--- src/rtl/rtc_pkg.sv ---
package rtc_pkg;
  typedef enum logic [2:0] {
    SEL_SEC  = 3'd0,
    SEL_MIN  = 3'd1,
    SEL_HOUR = 3'd2,
    SEL_DAY  = 3'd3,
    SEL_WEEK = 3'd4,
    SEL_CMP  = 3'd5
  } fsel_e;

  localparam int SEC_W  = 6;
  localparam int MIN_W  = 6;
  localparam int HOUR_W = 5;
  localparam int DAY_W  = 3;
  localparam int WEEK_W = 12;
  localparam int SEC_MAX  = 59;
  localparam int MIN_MAX  = 59;
  localparam int HOUR_MAX = 23;
  localparam int DAY_MAX  = 6;
  localparam int WEEK_MAX = (1 << WEEK_W) - 1;
  localparam int DATA_W = 16;
endpackage

--- src/rtl/rtc_prescaler.sv ---
module rtc_prescaler #(
  parameter int SUB_DIV  = 32768,
  parameter int MAIN_DIV = 20000000
) (
  input  logic clk,
  input  logic rst_n,
  input  logic run,
  input  logic src_main,
  input  logic sub_tick,
  output logic tick
);
  localparam int MAXD = (SUB_DIV > MAIN_DIV) ? SUB_DIV : MAIN_DIV;
  localparam int PW   = $clog2(MAXD) + 1;

  logic [PW-1:0] pc;
  logic [PW-1:0] limit;
  logic          step;
  logic          at_end;

  assign limit  = src_main ? PW'(MAIN_DIV - 1) : PW'(SUB_DIV - 1);
  assign step   = src_main | sub_tick;
  assign at_end = (pc >= limit);
  assign tick   = run & step & at_end;

  always_ff @(posedge clk) begin
    if (!rst_n)     pc <= '0;
    else if (!run)  pc <= '0;
    else if (step)  pc <= at_end ? '0 : pc + 1'b1;
  end

  // an idle prescaler restarts from zero
  a_r3_idle_clear: assert property (@(posedge clk) disable iff (!rst_n)
    !run |=> (pc == '0));
  // phase never exceeds the longest period
  a_r2_phase_bound: assert property (@(posedge clk) disable iff (!rst_n)
    pc <= PW'(MAXD - 1));
endmodule

--- src/rtl/rtc_field.sv ---
module rtc_field #(
  parameter int W   = 6,
  parameter int MAX = 59,
  parameter int LDW = 16
) (
  input  logic           clk,
  input  logic           rst_n,
  input  logic           inc,
  input  logic           ld,
  input  logic [LDW-1:0] ld_val,
  output logic [W-1:0]   val,
  output logic           carry
);
  localparam logic [W-1:0]   MAXV  = W'(MAX);
  localparam logic [LDW-1:0] MAXLD = LDW'(MAX);

  logic ld_ok;
  assign ld_ok = ld & (ld_val <= MAXLD);
  assign carry = inc & (val == MAXV);

  always_ff @(posedge clk) begin
    if (!rst_n)     val <= '0;
    else if (ld_ok) val <= ld_val[W-1:0];
    else if (inc)   val <= carry ? '0 : val + 1'b1;
  end

  // stepping from the top value returns to zero
  a_r4_wrap: assert property (@(posedge clk) disable iff (!rst_n)
    (inc && !ld && val == MAXV) |=> (val == '0));
  // an out-of-range load leaves the field alone
  a_r7_bad_load: assert property (@(posedge clk) disable iff (!rst_n)
    (ld && !inc && ld_val > MAXLD) |=> $stable(val));
  // never beyond the field's top value
  a_r4_in_range: assert property (@(posedge clk) disable iff (!rst_n)
    val <= MAXV);
endmodule

--- src/rtl/rtc_interval.sv ---
module rtc_interval #(
  parameter int CW = 16
) (
  input  logic          clk,
  input  logic          rst_n,
  input  logic          run,
  input  logic [CW-1:0] cmp,
  output logic          expire
);
  logic [CW-1:0] ic;

  assign expire = run & (ic == cmp);

  always_ff @(posedge clk) begin
    if (!rst_n)    ic <= '0;
    else if (!run) ic <= '0;
    else           ic <= expire ? '0 : ic + 1'b1;
  end

  // the running count stays within the programmed period
  a_r9_bound: assert property (@(posedge clk) disable iff (!rst_n)
    run |-> (ic <= cmp));
  // a match reloads to zero
  a_r9_reload: assert property (@(posedge clk) disable iff (!rst_n)
    (expire && run) |=> (ic == '0));
endmodule

--- src/rtl/rtc_week_counter.sv ---
module rtc_week_counter
  import rtc_pkg::*;
#(
  parameter int SUB_DIV  = 32768,
  parameter int MAIN_DIV = 20000000,
  parameter int CMP_RST  = 999
) (
  input  logic              clk,
  input  logic              rst_n,
  input  logic              sub_tick,
  input  logic              src_main,
  input  logic              cnt_en,
  input  logic              mode_interval,
  input  logic              wr_en,
  input  logic [2:0]        wr_sel,
  input  logic [DATA_W-1:0] wr_data,
  input  logic              ovf_clr,
  output logic [SEC_W-1:0]  sec_o,
  output logic [MIN_W-1:0]  min_o,
  output logic [HOUR_W-1:0] hour_o,
  output logic [DAY_W-1:0]  day_o,
  output logic [WEEK_W-1:0] week_o,
  output logic              week_ovf,
  output logic              tick_irq
);
  fsel_e             sel;
  logic              wr_ok;
  logic              watch_run;
  logic              intv_run;
  logic              sec_step;
  logic              intv_exp;
  logic              c_sec, c_min, c_hour, c_day, c_week;
  logic [DATA_W-1:0] cmp_q;

  assign sel       = fsel_e'(wr_sel);
  assign wr_ok     = wr_en & ~cnt_en;
  assign watch_run = cnt_en & ~mode_interval;
  assign intv_run  = cnt_en & mode_interval;

  rtc_prescaler #(.SUB_DIV(SUB_DIV), .MAIN_DIV(MAIN_DIV)) u_pre (
    .clk(clk), .rst_n(rst_n), .run(watch_run), .src_main(src_main),
    .sub_tick(sub_tick), .tick(sec_step)
  );

  rtc_field #(.W(SEC_W), .MAX(SEC_MAX), .LDW(DATA_W)) u_sec (
    .clk(clk), .rst_n(rst_n), .inc(sec_step), .ld(wr_ok && sel == SEL_SEC),
    .ld_val(wr_data), .val(sec_o), .carry(c_sec)
  );
  rtc_field #(.W(MIN_W), .MAX(MIN_MAX), .LDW(DATA_W)) u_min (
    .clk(clk), .rst_n(rst_n), .inc(c_sec), .ld(wr_ok && sel == SEL_MIN),
    .ld_val(wr_data), .val(min_o), .carry(c_min)
  );
  rtc_field #(.W(HOUR_W), .MAX(HOUR_MAX), .LDW(DATA_W)) u_hour (
    .clk(clk), .rst_n(rst_n), .inc(c_min), .ld(wr_ok && sel == SEL_HOUR),
    .ld_val(wr_data), .val(hour_o), .carry(c_hour)
  );
  rtc_field #(.W(DAY_W), .MAX(DAY_MAX), .LDW(DATA_W)) u_day (
    .clk(clk), .rst_n(rst_n), .inc(c_hour), .ld(wr_ok && sel == SEL_DAY),
    .ld_val(wr_data), .val(day_o), .carry(c_day)
  );
  rtc_field #(.W(WEEK_W), .MAX(WEEK_MAX), .LDW(DATA_W)) u_week (
    .clk(clk), .rst_n(rst_n), .inc(c_day), .ld(wr_ok && sel == SEL_WEEK),
    .ld_val(wr_data), .val(week_o), .carry(c_week)
  );

  rtc_interval #(.CW(DATA_W)) u_intv (
    .clk(clk), .rst_n(rst_n), .run(intv_run), .cmp(cmp_q), .expire(intv_exp)
  );

  always_ff @(posedge clk) begin
    if (!rst_n) begin
      cmp_q    <= DATA_W'(CMP_RST);
      week_ovf <= 1'b0;
      tick_irq <= 1'b0;
    end else begin
      if (wr_ok && sel == SEL_CMP) cmp_q <= wr_data;
      if (c_week)       week_ovf <= 1'b1;
      else if (ovf_clr) week_ovf <= 1'b0;
      tick_irq <= sec_step | intv_exp;
    end
  end

  // a disabled counter without writes keeps every field
  a_r7_hold_idle: assert property (@(posedge clk) disable iff (!rst_n)
    (!cnt_en && !wr_en) |=> $stable({week_o, day_o, hour_o, min_o, sec_o}));
  // the wrap flag persists until cleared
  a_r5_sticky: assert property (@(posedge clk) disable iff (!rst_n)
    (week_ovf && !ovf_clr) |=> week_ovf);
  // interval mode freezes the time fields
  a_r9_fields_hold: assert property (@(posedge clk) disable iff (!rst_n)
    (cnt_en && mode_interval) |=> $stable({week_o, day_o, hour_o, min_o, sec_o}));
  // a watch-mode pulse accompanies a changed seconds value
  a_r8_pulse_with_step: assert property (@(posedge clk) disable iff (!rst_n)
    (watch_run && $past(watch_run) && tick_irq) |-> !$stable(sec_o));
endmodule

--- config.mk ---
export PLATFORM = sky130hd
export DESIGN_NAME = rtc_week_counter
export DESIGN_NICKNAME = d
export VERILOG_FILES = /design/src/rtl/rtc_pkg.sv /design/src/rtl/rtc_prescaler.sv /design/src/rtl/rtc_field.sv /design/src/rtl/rtc_interval.sv /design/src/rtl/rtc_week_counter.sv
export SDC_FILE = /design/constraint.sdc
export NUM_CORES = 1
export LEC_CHECK = 0
export ABC_AREA = 0
export ABC_CLOCK_PERIOD_IN_PS = 14200
export BUFFER_PORTS_ARGS = -buffer_cell sky130_fd_sc_hd__buf_2
export CAP_MARGIN = 20
export CORE_ASPECT_RATIO = 0.7
export CORE_MARGIN = 2
export CORE_UTILIZATION = 35
export DETAILED_ROUTE_END_ITERATION = 10
export PLACE_DENSITY = 0.52
export SETUP_SLACK_MARGIN = 0.02
export SLEW_MARGIN = 20
export SYNTH_ARGS = -nofsm -noshare
export SYNTH_HDL_FRONTEND = slang
export SYNTH_HIERARCHICAL = 1
export SYNTH_SLANG_ARGS = --single-unit
--- constraint.sdc ---
create_clock -name clk -period 14.2 [get_ports clk]
set_input_delay 4.26 -clock clk [delete_from_list [all_inputs] [get_ports clk]]
set_output_delay 4.26 -clock clk [all_outputs]
set_load 0.005 [all_outputs]
# Word level (Yosys, flattened, before mapping)

Index checks and enable logic that the tools add are counted.

Register bits: 92
Input port bits: 27
Output and inout bits: 34
Logic and storage cells: 89

Add/subtract/negate cells: 7
Magnitude comparators: 5
Equality and inequality tests: 11
Multiplexer cells: 19
Bitwise logic cells: 22
Reductions and logical operators: 15

Operators with widths:

| kind                  | number |
|---|---|
| $mux 12               | 3 |
| $mux 6                | 6 |
| $add 26x1->26 const B | 1 |
| $ge 26x26->1          | 1 |
| $mux 26               | 1 |
| $mux 25               | 1 |
| $add 16x1->16 const B | 1 |
| $and 1x1->1           | 16 |
| $eq 16x16->1          | 1 |
| $le 16x12->1 const B  | 1 |
| $le 16x3->1 const B   | 1 |
| $le 16x5->1 const B   | 1 |
| $le 16x6->1 const B   | 1 |
| $mux 5                | 3 |
| $add 12x1->12 const B | 1 |
| $add 6x1->6 const B   | 2 |
| $eq 12x12->1 const B  | 1 |
| $eq 6x6->1 const B    | 2 |
| $reduce_bool 2->1     | 6 |
| $eq 3x3->1 const B    | 3 |
| $mux 3                | 3 |
| $eq 3x2->1 const B    | 2 |
| $logic_and 1x1->1     | 6 |
| $add 5x1->5 const B   | 1 |
| other kinds (9)       | 14 |

# Depth between registers and ports, before layout

Gate-level depths: netlist of the first run.

Word-level depth: 12
Depth in mapped cells: 17

# Cells and area by module

Netlist of the first run, hierarchy kept.

By module, submodules not included:

| module                | times used | cells an instance | area each (um^2) | sequential area each (um^2) |
|---|---|---|---|---|
| rtc_prescaler         | 1          | 165               | 1448.9           | 520.5 |
| rtc_interval          | 1          | 98                | 859.6            | 320.3 |
| rtc_week_counter      | 1          | 88                | 823.3            | 360.3 |
| rtc_field (u_week)    | 1          | 94                | 769.5            | 240.2 |
| rtc_field (u_min ...) | 2          | 45                | 371.6            | 120.1 |
| rtc_field (u_hour)    | 1          | 40                | 347.8            | 100.1 |
| rtc_field (u_day)     | 1          | 36                | 317.8            | 60.1 |

# Worst setup path after synthesis of the first run

OpenSTA, ideal clock, no wires.

Kind: input to register
From: input src_main
To: register u_week.val[10]
Library setup time: 119 ps
Arrival time: 7926 ps
Data required time: 14081 ps
Path slack: 6155 ps
Cell stages on the path: 17
Path buffers: 1
Cells stage by stage: inv_1 -> ha_1 -> or4b_4 -> nor4_4 -> nand4_2 -> a21oi_1 -> nand2_2 -> nor2_1 -> nand2_2 -> nor2_1 -> and2_1 -> and3_1 -> clkbuf_1 -> nand4_1 -> nor4_1 -> xnor2_1 -> a21oi_1

Cells in the longest elaborated chain, start to end: 11
Elaborated cells between the ends (all ways): 14
Classes of those cells: order compare (1); mux (4); bitwise (8); reduce/logical (1)

Ends and longest elaborated chain:

| what                                               | RTL line                                 | source |
|---|---|---|
| from (decl)                                        | rtc_week_counter.sv:11                   | `input logic src_main,` |
| $mux 25 / $or 1x1->1 (equally long branches)       | rtc_prescaler.sv:20, rtc_prescaler.sv:21 |  |
| $ge 26x26->1 / $and 1x1->1 (equally long branches) | rtc_prescaler.sv:22, rtc_prescaler.sv:23 |  |
| $and 1x1->1 *                                      | rtc_prescaler.sv:23                      | `assign tick = run & step & at_end;` |
| named net sec_step                                 | rtc_week_counter.sv:30                   | `logic sec_step;` |
| $and 1x1->1 *                                      | rtc_field.sv:19                          | `assign carry = inc & (val == MAXV);` |
| named net c_sec                                    | rtc_week_counter.sv:32                   | `logic c_sec, c_min, c_hour, c_day, c_week;` |
| $and 1x1->1 *                                      | rtc_field.sv:19                          |  |
| named net c_min                                    | rtc_week_counter.sv:32                   |  |
| $and 1x1->1 *                                      | rtc_field.sv:19                          |  |
| named net c_hour                                   | rtc_week_counter.sv:32                   |  |
| $and 1x1->1 *                                      | rtc_field.sv:19                          |  |
| named net c_day                                    | rtc_week_counter.sv:32                   |  |
| $and 1x1->1                                        | rtc_field.sv:19                          |  |
| $mux 12 (2 in series)                              | rtc_field.sv:24                          | `else if (inc) val <= carry ? '0 : val + 1'b1;` |
| $mux 12                                            | rtc_field.sv:23                          | `else if (ld_ok) val <= ld_val[W-1:0];` |
| to (signal assigned)                               | rtc_field.sv:23                          |  |
| to (signal assigned)                               | rtc_field.sv:24                          |  |
| to (decl)                                          | rtc_field.sv:11                          | `output logic [W-1:0] val,` |

Mark *: on every way through the listed nets, which the timed path passes. The rest lies on a longest branch. The select of a mux whose other input is x is not followed.
A chain may end at the register's enable or synchronous reset.

# Worst setup path in the final report of the first run

Ends and elaborated chain as after synthesis.

==> results.sh, run 1 <==
export IMPL_cp_max_fo=11
export IMPL_nNetsFinal=710
export IMPL_drc=0
export IMPL_root_buffer="clkbuf_16"
export IMPL_tightest_slew_ns=1.012
export IMPL_endpoint="u_week/val[10]"
export IMPL_io_buffers=60
export IMPL_cp_slowest_cell="a21oi_1"
export IMPL_worstPathArrival_ns=9.13
export IMPL_switching_share=0.2289
export IMPL_rr_startpoint="u_pre/pc[20]"
export IMPL_fmax_mhz=112.0
export IMPL_finalCriticalPeriod_ns=8.927
export IMPL_ir_worst_vdd_uv=45.47
export IMPL_grt_first_pass_wirelength_mm=22.94
export IMPL_synth_edf_count=0
export IMPL_place_area_mm2=0.005737
export IMPL_via_count=4609
export IMPL_postRouteAntennaNets=0
export IMPL_vias_per_cell=5.322
export IMPL_ctsLongestPathBuffers=2
export IMPL_max_cap_viol_count=0
export IMPL_synth_most_common_cell="dfxtp_1"
export IMPL_crit_type="input port to flip-flop"
export IMPL_synth_area_leaders="dfxtp_1 (35%), xor2_1 (5.6%), xnor2_1 (4.9%), nor2_1 (3.9%), ha_1 (3.8%)"
export IMPL_die_area_mm2=0.01619
export IMPL_worst_path_largest_cell_delay_ns=0.55
export IMPL_critPathRequiredTime_ns=14.40
export IMPL_antenna_found_initial=0
export IMPL_initial_utilization=0.3596
export IMPL_slew_headroom=0.3251
export IMPL_grt_pass1_vias=4341
export IMPL_seqPwrFrac=0.476
export IMPL_drive_gt1_frac=0.1684
export IMPL_diodes=0
export IMPL_clkTransAtPathRegs_ns=0.06
export IMPL_clk_latency_ns=0.35
export IMPL_r2r_end="u_week/val[10]"
export IMPL_drv_slew=0
export IMPL_post_dp_hpwl_mm=10.18
export IMPL_syn_inst=611
export IMPL_avgSynthCellArea_um2=8.691
export IMPL_cp_start_kind="input port"
export IMPL_synth_distinct_cells=70
export IMPL_power_density_mw_per_mm2=90.47
export IMPL_gp_congestion=0.8616
export IMPL_p_sw_uw=125.2
export IMPL_post_drt_wl_per_cell_um=16.28
export IMPL_outcome="finished clean"
export IMPL_cp_cell_sequence="buf_2 -> inv_1 -> ha_1 -> or4b_4 -> nor4_4 -> nand4_2 -> a21oi_1 -> nand2_2 -> nor2_1 -> nand2_2 -> nor2_1 -> and2_1 -> and3_1 -> nand4_1 -> nor4_1 -> xnor2_1 -> a21oi_1"
export IMPL_synth_seq_cells=92
export IMPL_stdcell_count=866
export IMPL_ff2ff_setup_slack_ns=9.20
export IMPL_rsz0062_at_grt="false"
export IMPL_timing_critical_path_from="src_main"
export IMPL_setup_tns_ns=0
export IMPL_syn_nets=654
export IMPL_reg2reg_depth=15
export IMPL_wirelength_mm=14.10
export IMPL_holdWs_ns=0.4707
export IMPL_synth_area_mm2=0.005310
export IMPL_ys_seq_area_frac=0.3468
export IMPL_synth_top_flop_cell="dfxtp_1"
export IMPL_clock_skew_ns=0.009604
export IMPL_post_cts_setup_buffers=0
export IMPL_leakage_uw=0.002206
export IMPL_power_frac_clock=0.465
export IMPL_cts_tree="done"
export IMPL_holdBufCountCts=0
export IMPL_fillers=1517
export IMPL_grt_max_degree=54
export IMPL_post_route_util=0.4093
export IMPL_drt_iter0_drc=363
export IMPL_yosys_top_cells_count="dfxtp_1 (92), nor2_1 (55), nand2_1 (53)"
export IMPL_core_mm2=0.01477
export IMPL_synthToLayoutAreaGrowth_pct=13.83
export IMPL_fin_area_mm2=0.006045
export IMPL_yosysWarningCount=6
export IMPL_place_inst=851
export IMPL_hold_class="flip-flop to flip-flop"
export IMPL_internal_power_uw=421.7
export IMPL_fp_row_count=37
export IMPL_die_h_um=107.1
export IMPL_end_kind="flip-flop"
export IMPL_grt_usage=0.1815
export IMPL_die_width_um=151.2
export IMPL_comb_power_share=0.059
export IMPL_firstDrtPassIters=6
export IMPL_finalSetupViolations=0
export IMPL_post_route_period_util=0.6287
export IMPL_cts_htree_levels=3
export IMPL_io_pins=61
export IMPL_synth_area_leader_cell="dfxtp_1"
export IMPL_synth_async_reset_ratio=0
export IMPL_cts_resized=0
export IMPL_clock_sinks=92
export IMPL_hold_viol=0
export IMPL_cts_made_buffers=9
export IMPL_synth_top_area_share=0.3468
export IMPL_grt_ovfl_total=0
[critical path, delay by kind of cell]
family	cells	cell delay, ns
fa+ha+maj	1	0.31
buf+inv	2	0.33
xor+xnor	1	0.17
compound gates	2	0.63
simple gates	11	3.41
[routing by layer]
layer	part of all wire	wire length (um)	GRT usage	vias to the layer above
li1	-	-	-	2319
met1	0.53	7432	0.2714	2179
met2	0.41	5803	0.2531	95
met3	0.048	682	0.04553	16
met4	0.013	182	0.05407	0
met5	0	0	0	-
[through the flow]
| stage | setup slack, ns | total power [uW] |
|---|---|---|
| 6_report | 5.273 | 546.8 |
| 2_1_floorplan | 6.155 | 282.2 |
| 3_3_place_gp | 5.257 | 297.3 |
| 4_1_cts | 5.339 | 555.4 |
| 3_5_place_dp | 5.009 | 298.0 |
| 5_1_grt | 4.800 | 569.4 |
[cell type report]
class                      count  area [um^2]  share of cell area
multi-input combinational    472         3223              0.5332
sequential                    92         1842              0.3047
timing repair buffer          62        315.3             0.05216
tap                          195        244.0             0.04036
clock buffer                  11        232.7             0.03850
inverter                      30        112.6             0.01863
clock inverter                 4        75.07             0.01242
[power by group through the flow]
stage / sequential (uW) / clock [uW] / combinational (uW)
2_1_floorplan: 266 / 0 / 16.4
3_3_place_gp: 266 / 0 / 31.2
3_5_place_dp: 266 / 0 / 31.9
4_1_cts: 260 / 263 / 32.0
5_1_grt: 260 / 274 / 35.2
6_report: 260 / 254 / 32.1
[cells in the final DEF, fill, tap and decap left out, types with 3 or more instances in the layout]
cell type and instances:
nand3_1 31, o311ai_1 7, a31oi_1 6, or3_1 11, a221oi_1 3, or4b_1 3, xor2_1 34, dfxtp_1 92
a211oi_1 6, nor4_1 10, o21ai_0 25, o21ai_1 12, clkbuf_16 9, nor3b_1 4, inv_1 29, nor4_2 4
xnor2_1 30, nor2_2 10, o21a_1 4, o22ai_1 3, ha_1 16, nor3_1 14, nand2b_1 5, a21oi_1 20
o31ai_1 4, nor2_1 55, and3_1 5, a211oi_2 4, and2_1 4, o211a_1 6, nand4_1 20, nand2_1 53
nor2b_1 7, mux2i_1 14, o211ai_1 3, buf_2 60
[registers in the layout, indices dropped and copies added, names as in the netlist]
| signal | cells |
|---|---|
| u_pre/pc | 26 |
| cmp_q | 16 |
| u_intv/ic | 16 |
| u_week/val | 12 |
| u_min/val | 6 |
| u_sec/val | 6 |
| u_hour/val | 5 |
| u_day/val | 3 |
| tick_irq | 1 |
| week_ovf | 1 |
[kinds of logic after synthesis]
group,Yosys count,share of synthesized area
xor+xnor,64,0.1056
flops,92,0.3468
compound gates,116,0.1562
fa+ha+maj,16,0.03770
mux,16,0.03063
simple gates,260,0.2757
buf+inv,47,0.04736
[worst min-delay path by stage]
stage	startpoint	depth (start not counted)	slack, ns	to
final	cmp_q[12]	2	0.47	cmp_q[12]
after global routing	cmp_q[12]	2	0.50	cmp_q[12]
after CTS	cmp_q[12]	2	0.48	cmp_q[12]
after detailed placement	cmp_q[12]	2	0.46	cmp_q[12]
after global placement	u_pre/pc[1]	2	0.46	u_pre/pc[1]
after floorplan	cmp_q[11]	2	0.45	cmp_q[11]
No activity file was read; power rests on OpenSTA's default activity.
==> inputs of run 2 (changes only) <==
--- a/config.mk
+++ b/config.mk
@@ -6,7 +6,7 @@
 export NUM_CORES = 1
 export LEC_CHECK = 0
 export ABC_AREA = 0
-export ABC_CLOCK_PERIOD_IN_PS = 14200
+export ABC_CLOCK_PERIOD_IN_PS = 8700
 export BUFFER_PORTS_ARGS = -buffer_cell sky130_fd_sc_hd__buf_2
 export CAP_MARGIN = 20
 export CORE_ASPECT_RATIO = 0.7
==> constraint.sdc (replaced) <==
create_clock -name clk -period 8.7 [get_ports clk]
set_input_delay 2.61 -clock clk [delete_from_list [all_inputs] [get_ports clk]]
set_output_delay 2.61 -clock clk [all_outputs]
set_load 0.005 [all_outputs]
==> results.sh, run 2 (synthesized netlist as in run 1, its figures left out) <==
export IMPL_synthToLayoutAreaGrowth_pct=15.06
export IMPL_max_cap_viol_count=0
export IMPL_die_h_um=107.1
export IMPL_io_buffers=60
export IMPL_tightest_slew_ns=0.9578
export IMPL_clk_latency_ns=0.35
export IMPL_fin_area_mm2=0.006110
export IMPL_leakage_uw=0.002247
export IMPL_wirelength_mm=13.88
export IMPL_cts_resized=0
export IMPL_antenna_found_initial=0
export IMPL_r2r_end="u_week/val[10]"
export IMPL_cts_htree_levels=3
export IMPL_hold_class="flip-flop to flip-flop"
export IMPL_drv_slew=0
export IMPL_critPathRequiredTime_ns=8.90
export IMPL_initial_utilization=0.3596
export IMPL_finalCriticalPeriod_ns=7.245
export IMPL_multi_input_area_mm2=0.003223
export IMPL_ff2ff_setup_slack_ns=3.71
export IMPL_post_drt_wl_per_cell_um=16.01
export IMPL_rsz0062_at_grt="false"
export IMPL_outcome="finished clean"
export IMPL_largest_register_ffs=26
export IMPL_worstPathArrival_ns=7.45
export IMPL_fillers=1459
export IMPL_top_register="u_pre/pc"
export IMPL_clock_sinks=92
export IMPL_firstDrtPassIters=5
export IMPL_min_from="cmp_q[12]"
export IMPL_grt_first_pass_wirelength_mm=22.71
export IMPL_power_density_mw_per_mm2=158.4
export IMPL_ir_worst_vdd_uv=105.3
export IMPL_grt_max_degree=54
export IMPL_post_dp_hpwl_mm=10.00
export IMPL_rr_startpoint="u_pre/pc[20]"
export IMPL_reg2reg_depth=15
export IMPL_place_area_mm2=0.005737
export IMPL_mostFrequentLayoutCells="dfxtp_1 (92), buf_2 (60), nor2_1 (55), nand2_1 (53), xor2_1 (34)"
export IMPL_fp_row_count=37
export IMPL_fmax_mhz=138.0
export IMPL_drt_iter0_drc=433
export IMPL_diodes=0
export IMPL_holdBufCountCts=0
export IMPL_setup_tns_ns=0
export IMPL_drc=0
export IMPL_finalSetupViolations=0
export IMPL_io_pins=61
export IMPL_hold_viol=0
export IMPL_ctsLongestPathBuffers=2
export IMPL_grt_ovfl_total=0
export IMPL_end_kind="flip-flop"
export IMPL_grt_pass1_vias=4302
export IMPL_post_route_period_util=0.8327
export IMPL_vias_per_cell=5.346
export IMPL_cts_made_buffers=9
export IMPL_die_width_um=151.2
export IMPL_post_cts_setup_buffers=0
export IMPL_core_mm2=0.01477
export IMPL_root_buffer="clkbuf_16"
export IMPL_die_area_mm2=0.01619
export IMPL_final_common_cell="dfxtp_1"
export IMPL_postRouteAntennaNets=0
export IMPL_clkTransAtPathRegs_ns=0.07
export IMPL_cp_max_fo=11
export IMPL_cts_tree="done"
export IMPL_grt_usage=0.1791
export IMPL_slew_headroom=0.3615
export IMPL_largestRegisters="u_pre/pc: 26 flops, cmp_q: 16 flops, u_intv/ic: 16 flops"
export IMPL_cp_start_kind="input port"
export IMPL_crit_type="input port to flip-flop"
export IMPL_nNetsFinal=710
export IMPL_drive_gt1_frac=0.1726
export IMPL_clock_skew_ns=0.008547
export IMPL_via_count=4635
export IMPL_regArea_mm2=0.001842
export IMPL_whs_endpoint="cmp_q[12]"
export IMPL_holdPathStages=2
export IMPL_gp_congestion=0.8611
## run 2: cell count changes in the layout (fill, tap and decap cells not counted)
cell	before	now
inv_6	0	1
clkinv_2	0	1
clkinvlp_4	2	0
clkbuf_8	0	1
bufinv_16	2	4
clkbuf_1	2	0
## run 2: layout make-up
cell class                      count  share of cell area
Multi-Input combinational cell    472              0.5275
Timing Repair Buffer               62             0.05161
Inverter                           30             0.01843
Clock buffer                       10             0.03912
Tap cell                          195             0.03993
Sequential cell                    92              0.3015
Clock inverter                      6             0.02191
## run 2: how the worst max path moves through the flow
| stage | startpoint | endpoint | slack, ns | depth (start not counted) |
|---|---|---|---|---|
| after detailed placement | src_main | u_week/val[10] | 1.15 | 17 |
| after global placement | src_main | u_week/val[10] | 1.41 | 17 |
| final | src_main | u_week/val[10] | 1.46 | 17 |
| after CTS | src_main | u_week/val[10] | 1.50 | 17 |
| after floorplan | src_main | u_week/val[10] | 2.31 | 17 |
| after global routing | src_main | u_week/val[10] | 0.97 | 17 |
## run 2: metal layers
layer	up-vias	track usage	wire length, um
met2	137	0.2537	5837
met4	0	0.04806	127
met1	2167	0.2697	6996
met3	13	0.03957	918
li1	2318	-	-
met5	-	0	0
## run 2: power breakdown
part           internal (uW)  switching, uW  total (uW)
Combinational           14.8           37.1        51.8
Sequential               423           1.66         425
Clock                    318            173         491
Total                    756            212         968
## run 2: critical path: stages
cell and delay, ns:
buf_2 0.19, inv_1 0.13, ha_1 0.31, or4b_4 0.47
nor4_4 0.24, nand4_2 0.18, a21oi_1 0.54, nand2_2 0.16
nor2_1 0.47, nand2_2 0.14, nor2_1 0.38, and2_1 0.29
and3_1 0.45, nand4_1 0.32, nor4_1 0.32, xnor2_1 0.16
a21oi_1 0.08
## run 2: through the flow
step	power (uW)	util	hold WS, ns	setup WS, ns	std cells
after floorplan	460.6	-	0.4463	2.305	611
after detailed placement	486.1	0.3885	0.4633	1.150	851
after global placement	485.2	0.3880	0.4598	1.409	851
after global routing	1004	0.4137	0.4896	0.9709	867
final	967.8	0.4137	0.4716	1.455	867
after CTS	983.6	0.4137	0.4774	1.500	867
==> inputs of run 3 (changes only) <==
--- a/config.mk
+++ b/config.mk
@@ -6,14 +6,14 @@
 export NUM_CORES = 1
 export LEC_CHECK = 0
 export ABC_AREA = 0
-export ABC_CLOCK_PERIOD_IN_PS = 8700
+export ABC_CLOCK_PERIOD_IN_PS = 6400
 export BUFFER_PORTS_ARGS = -buffer_cell sky130_fd_sc_hd__buf_2
 export CAP_MARGIN = 20
 export CORE_ASPECT_RATIO = 0.7
 export CORE_MARGIN = 2
 export CORE_UTILIZATION = 35
 export DETAILED_ROUTE_END_ITERATION = 10
-export PLACE_DENSITY = 0.52
+export PLACE_DENSITY = 0.54
 export SETUP_SLACK_MARGIN = 0.02
 export SLEW_MARGIN = 20
 export SYNTH_ARGS = -nofsm -noshare
==> constraint.sdc (replaced) <==
create_clock -name clk -period 6.4 [get_ports clk]
set_input_delay 1.92 -clock clk [delete_from_list [all_inputs] [get_ports clk]]
set_output_delay 1.92 -clock clk [all_outputs]
set_load 0.005 [all_outputs]
==> results.sh, run 3 (synthesized netlist as in run 1, its figures left out) <==
export IMPL_io_pins=61
export IMPL_outcome="finished clean"
export IMPL_cts_resized=0
export IMPL_grt_usage=0.1763
export IMPL_grt_ovfl_total=0
export IMPL_ff2ff_setup_slack_ns=2.32
export IMPL_cp_start_kind="input port"
export IMPL_root_buffer="clkbuf_16"
export IMPL_critPathRequiredTime_ns=6.67
export IMPL_setup_ws_ns=0.7407
export IMPL_holdPathStages=2
export IMPL_core_mm2=0.01477
export IMPL_post_drt_wl_per_cell_um=15.95
export IMPL_setup_tns_ns=0
export IMPL_ir_worst_vdd_uv=119.4
export IMPL_tightest_slew_ns=0.9561
export IMPL_nNetsFinal=713
export IMPL_grt_max_degree=28
export IMPL_drive_gt1_frac=0.1763
export IMPL_slew_headroom=0.3626
export IMPL_crit_type="input port to flip-flop"
export IMPL_cp_max_fo=11
export IMPL_fp_row_count=37
export IMPL_reg2reg_depth=14
export IMPL_end_kind="flip-flop"
export IMPL_power_frac_clock=0.456
export IMPL_post_cts_setup_buffers=0
export IMPL_cts_htree_levels=3
export IMPL_final_common_cell="dfxtp_1"
export IMPL_place_area_mm2=0.005759
export IMPL_drc=0
export IMPL_internal_power_uw=899.8
export IMPL_io_buffers=60
export IMPL_grt_first_pass_wirelength_mm=22.33
export IMPL_rr_startpoint="u_pre/pc[20]"
export IMPL_finalCriticalPeriod_ns=5.659
export IMPL_antenna_found_initial=0
export IMPL_fin_area_mm2=0.006058
export IMPL_worst_path_largest_cell_delay_ns=0.50
export IMPL_finalSetupViolations=0
export IMPL_largest_register_ffs=26
export IMPL_rsz0062_at_grt="false"
export IMPL_die_width_um=151.2
export IMPL_seqPwrFrac=0.485
export IMPL_die_h_um=107.1
export IMPL_timing_critical_path_from="src_main"
export IMPL_post_dp_hpwl_mm=10.40
export IMPL_endpoint="u_week/val[1]"
export IMPL_ctsLongestPathBuffers=2
export IMPL_power_density_mw_per_mm2=196.4
export IMPL_top_register="u_pre/pc"
export IMPL_post_route_period_util=0.8843
export IMPL_clkTransAtPathRegs_ns=0.07
export IMPL_hold_viol=0
export IMPL_drt_iter0_drc=345
export IMPL_grt_pass1_vias=4257
export IMPL_holdWs_ns=0.4695
export IMPL_die_area_mm2=0.01619
export IMPL_cts_made_buffers=9
export IMPL_comb_power_share=0.059
export IMPL_drv_slew=0
export IMPL_max_cap_viol_count=0
export IMPL_diodes=0
export IMPL_switching_share=0.2438
export IMPL_wirelength_mm=13.88
export IMPL_hold_class="flip-flop to flip-flop"
export IMPL_clock_sinks=92
export IMPL_dpl_worst_slack_ns=0.4089
export IMPL_cp_cell_sequence="buf_2 -> inv_1 -> ha_1 -> or4b_4 -> nor4_4 -> nand4_2 -> a21oi_1 -> nand2_2 -> nor2_1 -> nand2_2 -> nor2_1 -> and2_1 -> and3_1 -> o21ai_1 -> or3b_2 -> a21oi_1"
export IMPL_r2r_end="u_week/val[1]"
export IMPL_cts_tree="done"
export IMPL_clk_latency_ns=0.34
export IMPL_holdBufCountCts=0
export IMPL_worstPathArrival_ns=5.93
export IMPL_fmax_mhz=176.7
export IMPL_p_sw_uw=290.0
export IMPL_clock_skew_ns=0.007668
export IMPL_vias_per_cell=5.347
export IMPL_synthToLayoutAreaGrowth_pct=14.09
export IMPL_mostFrequentLayoutCells="dfxtp_1 (92), buf_2 (60), nor2_1 (55), nand2_1 (53), xor2_1 (34)"
export IMPL_largestRegisters="u_pre/pc: 26 flops, cmp_q: 16 flops, u_intv/ic: 16 flops"
export IMPL_post_route_util=0.4102
export IMPL_cp_slowest_cell="or3b_2"
export IMPL_leakage_uw=0.002226
export IMPL_postRouteAntennaNets=0
export IMPL_firstDrtPassIters=5
export IMPL_initial_utilization=0.3596
export IMPL_gp_congestion=0.8836
export IMPL_via_count=4652
[run 3: how the worst min path moves through the flow]
stage	start	end	slack [ns]
finish	cmp_q[11]	cmp_q[11]	0.47
global route	cmp_q[3]	cmp_q[3]	0.49
CTS	cmp_q[11]	cmp_q[11]	0.48
detailed placement	u_intv/ic[0]	u_intv/ic[0]	0.47
global placement	u_pre/pc[1]	u_pre/pc[1]	0.46
floorplan	cmp_q[11]	cmp_q[11]	0.45
[run 3: power by group through the flow]
stage | Clock (uW) | Combinational [uW] | Sequential, uW
final | 542 | 70.7 | 577
after global routing | 583 | 76.8 | 577
after CTS | 561 | 70.4 | 577
after detailed placement | 0 | 70.1 | 590
after global placement | 0 | 69.3 | 590
after floorplan | 0 | 36.4 | 590
[run 3: layer usage]
| layer | global-route usage | vias up | routed length, um |
|---|---|---|---|
| met3 | 0.04638 | 13 | 877 |
| met1 | 0.2659 | 2204 | 7119 |
| met4 | 0.05474 | 0 | 230 |
| met5 | 0 | - | 0 |
| li1 | - | 2328 | - |
| met2 | 0.2401 | 107 | 5648 |
[run 3: per-stage QoR]
step | instances | power (uW)
4_1_cts | 870 | 1208
3_3_place_gp | 854 | 659.6
3_5_place_dp | 854 | 660.5
5_1_grt | 870 | 1237
2_1_floorplan | 611 | 626.2
6_report | 870 | 1190
[run 3: worst max-delay path: cells and delay by family]
family,cells,cell delay [ns]
AO/OA/AOI/OAI,3,0.65
buffers and inverters,2,0.32
AND/OR/NAND/NOR,10,2.71
adder cells (fa/ha/maj),1,0.31
[run 3: area by class of cell]
class / instances / area [um^2]
Timing Repair Buffer: 65 / 337.8
Fill cell: 1520 / 8710
Clock inverter: 7 / 73.82
Tap cell: 195 / 244.0
Clock buffer: 9 / 225.2
Inverter: 30 / 112.6
Sequential cell: 92 / 1842
Multi-Input combinational cell: 472 / 3223
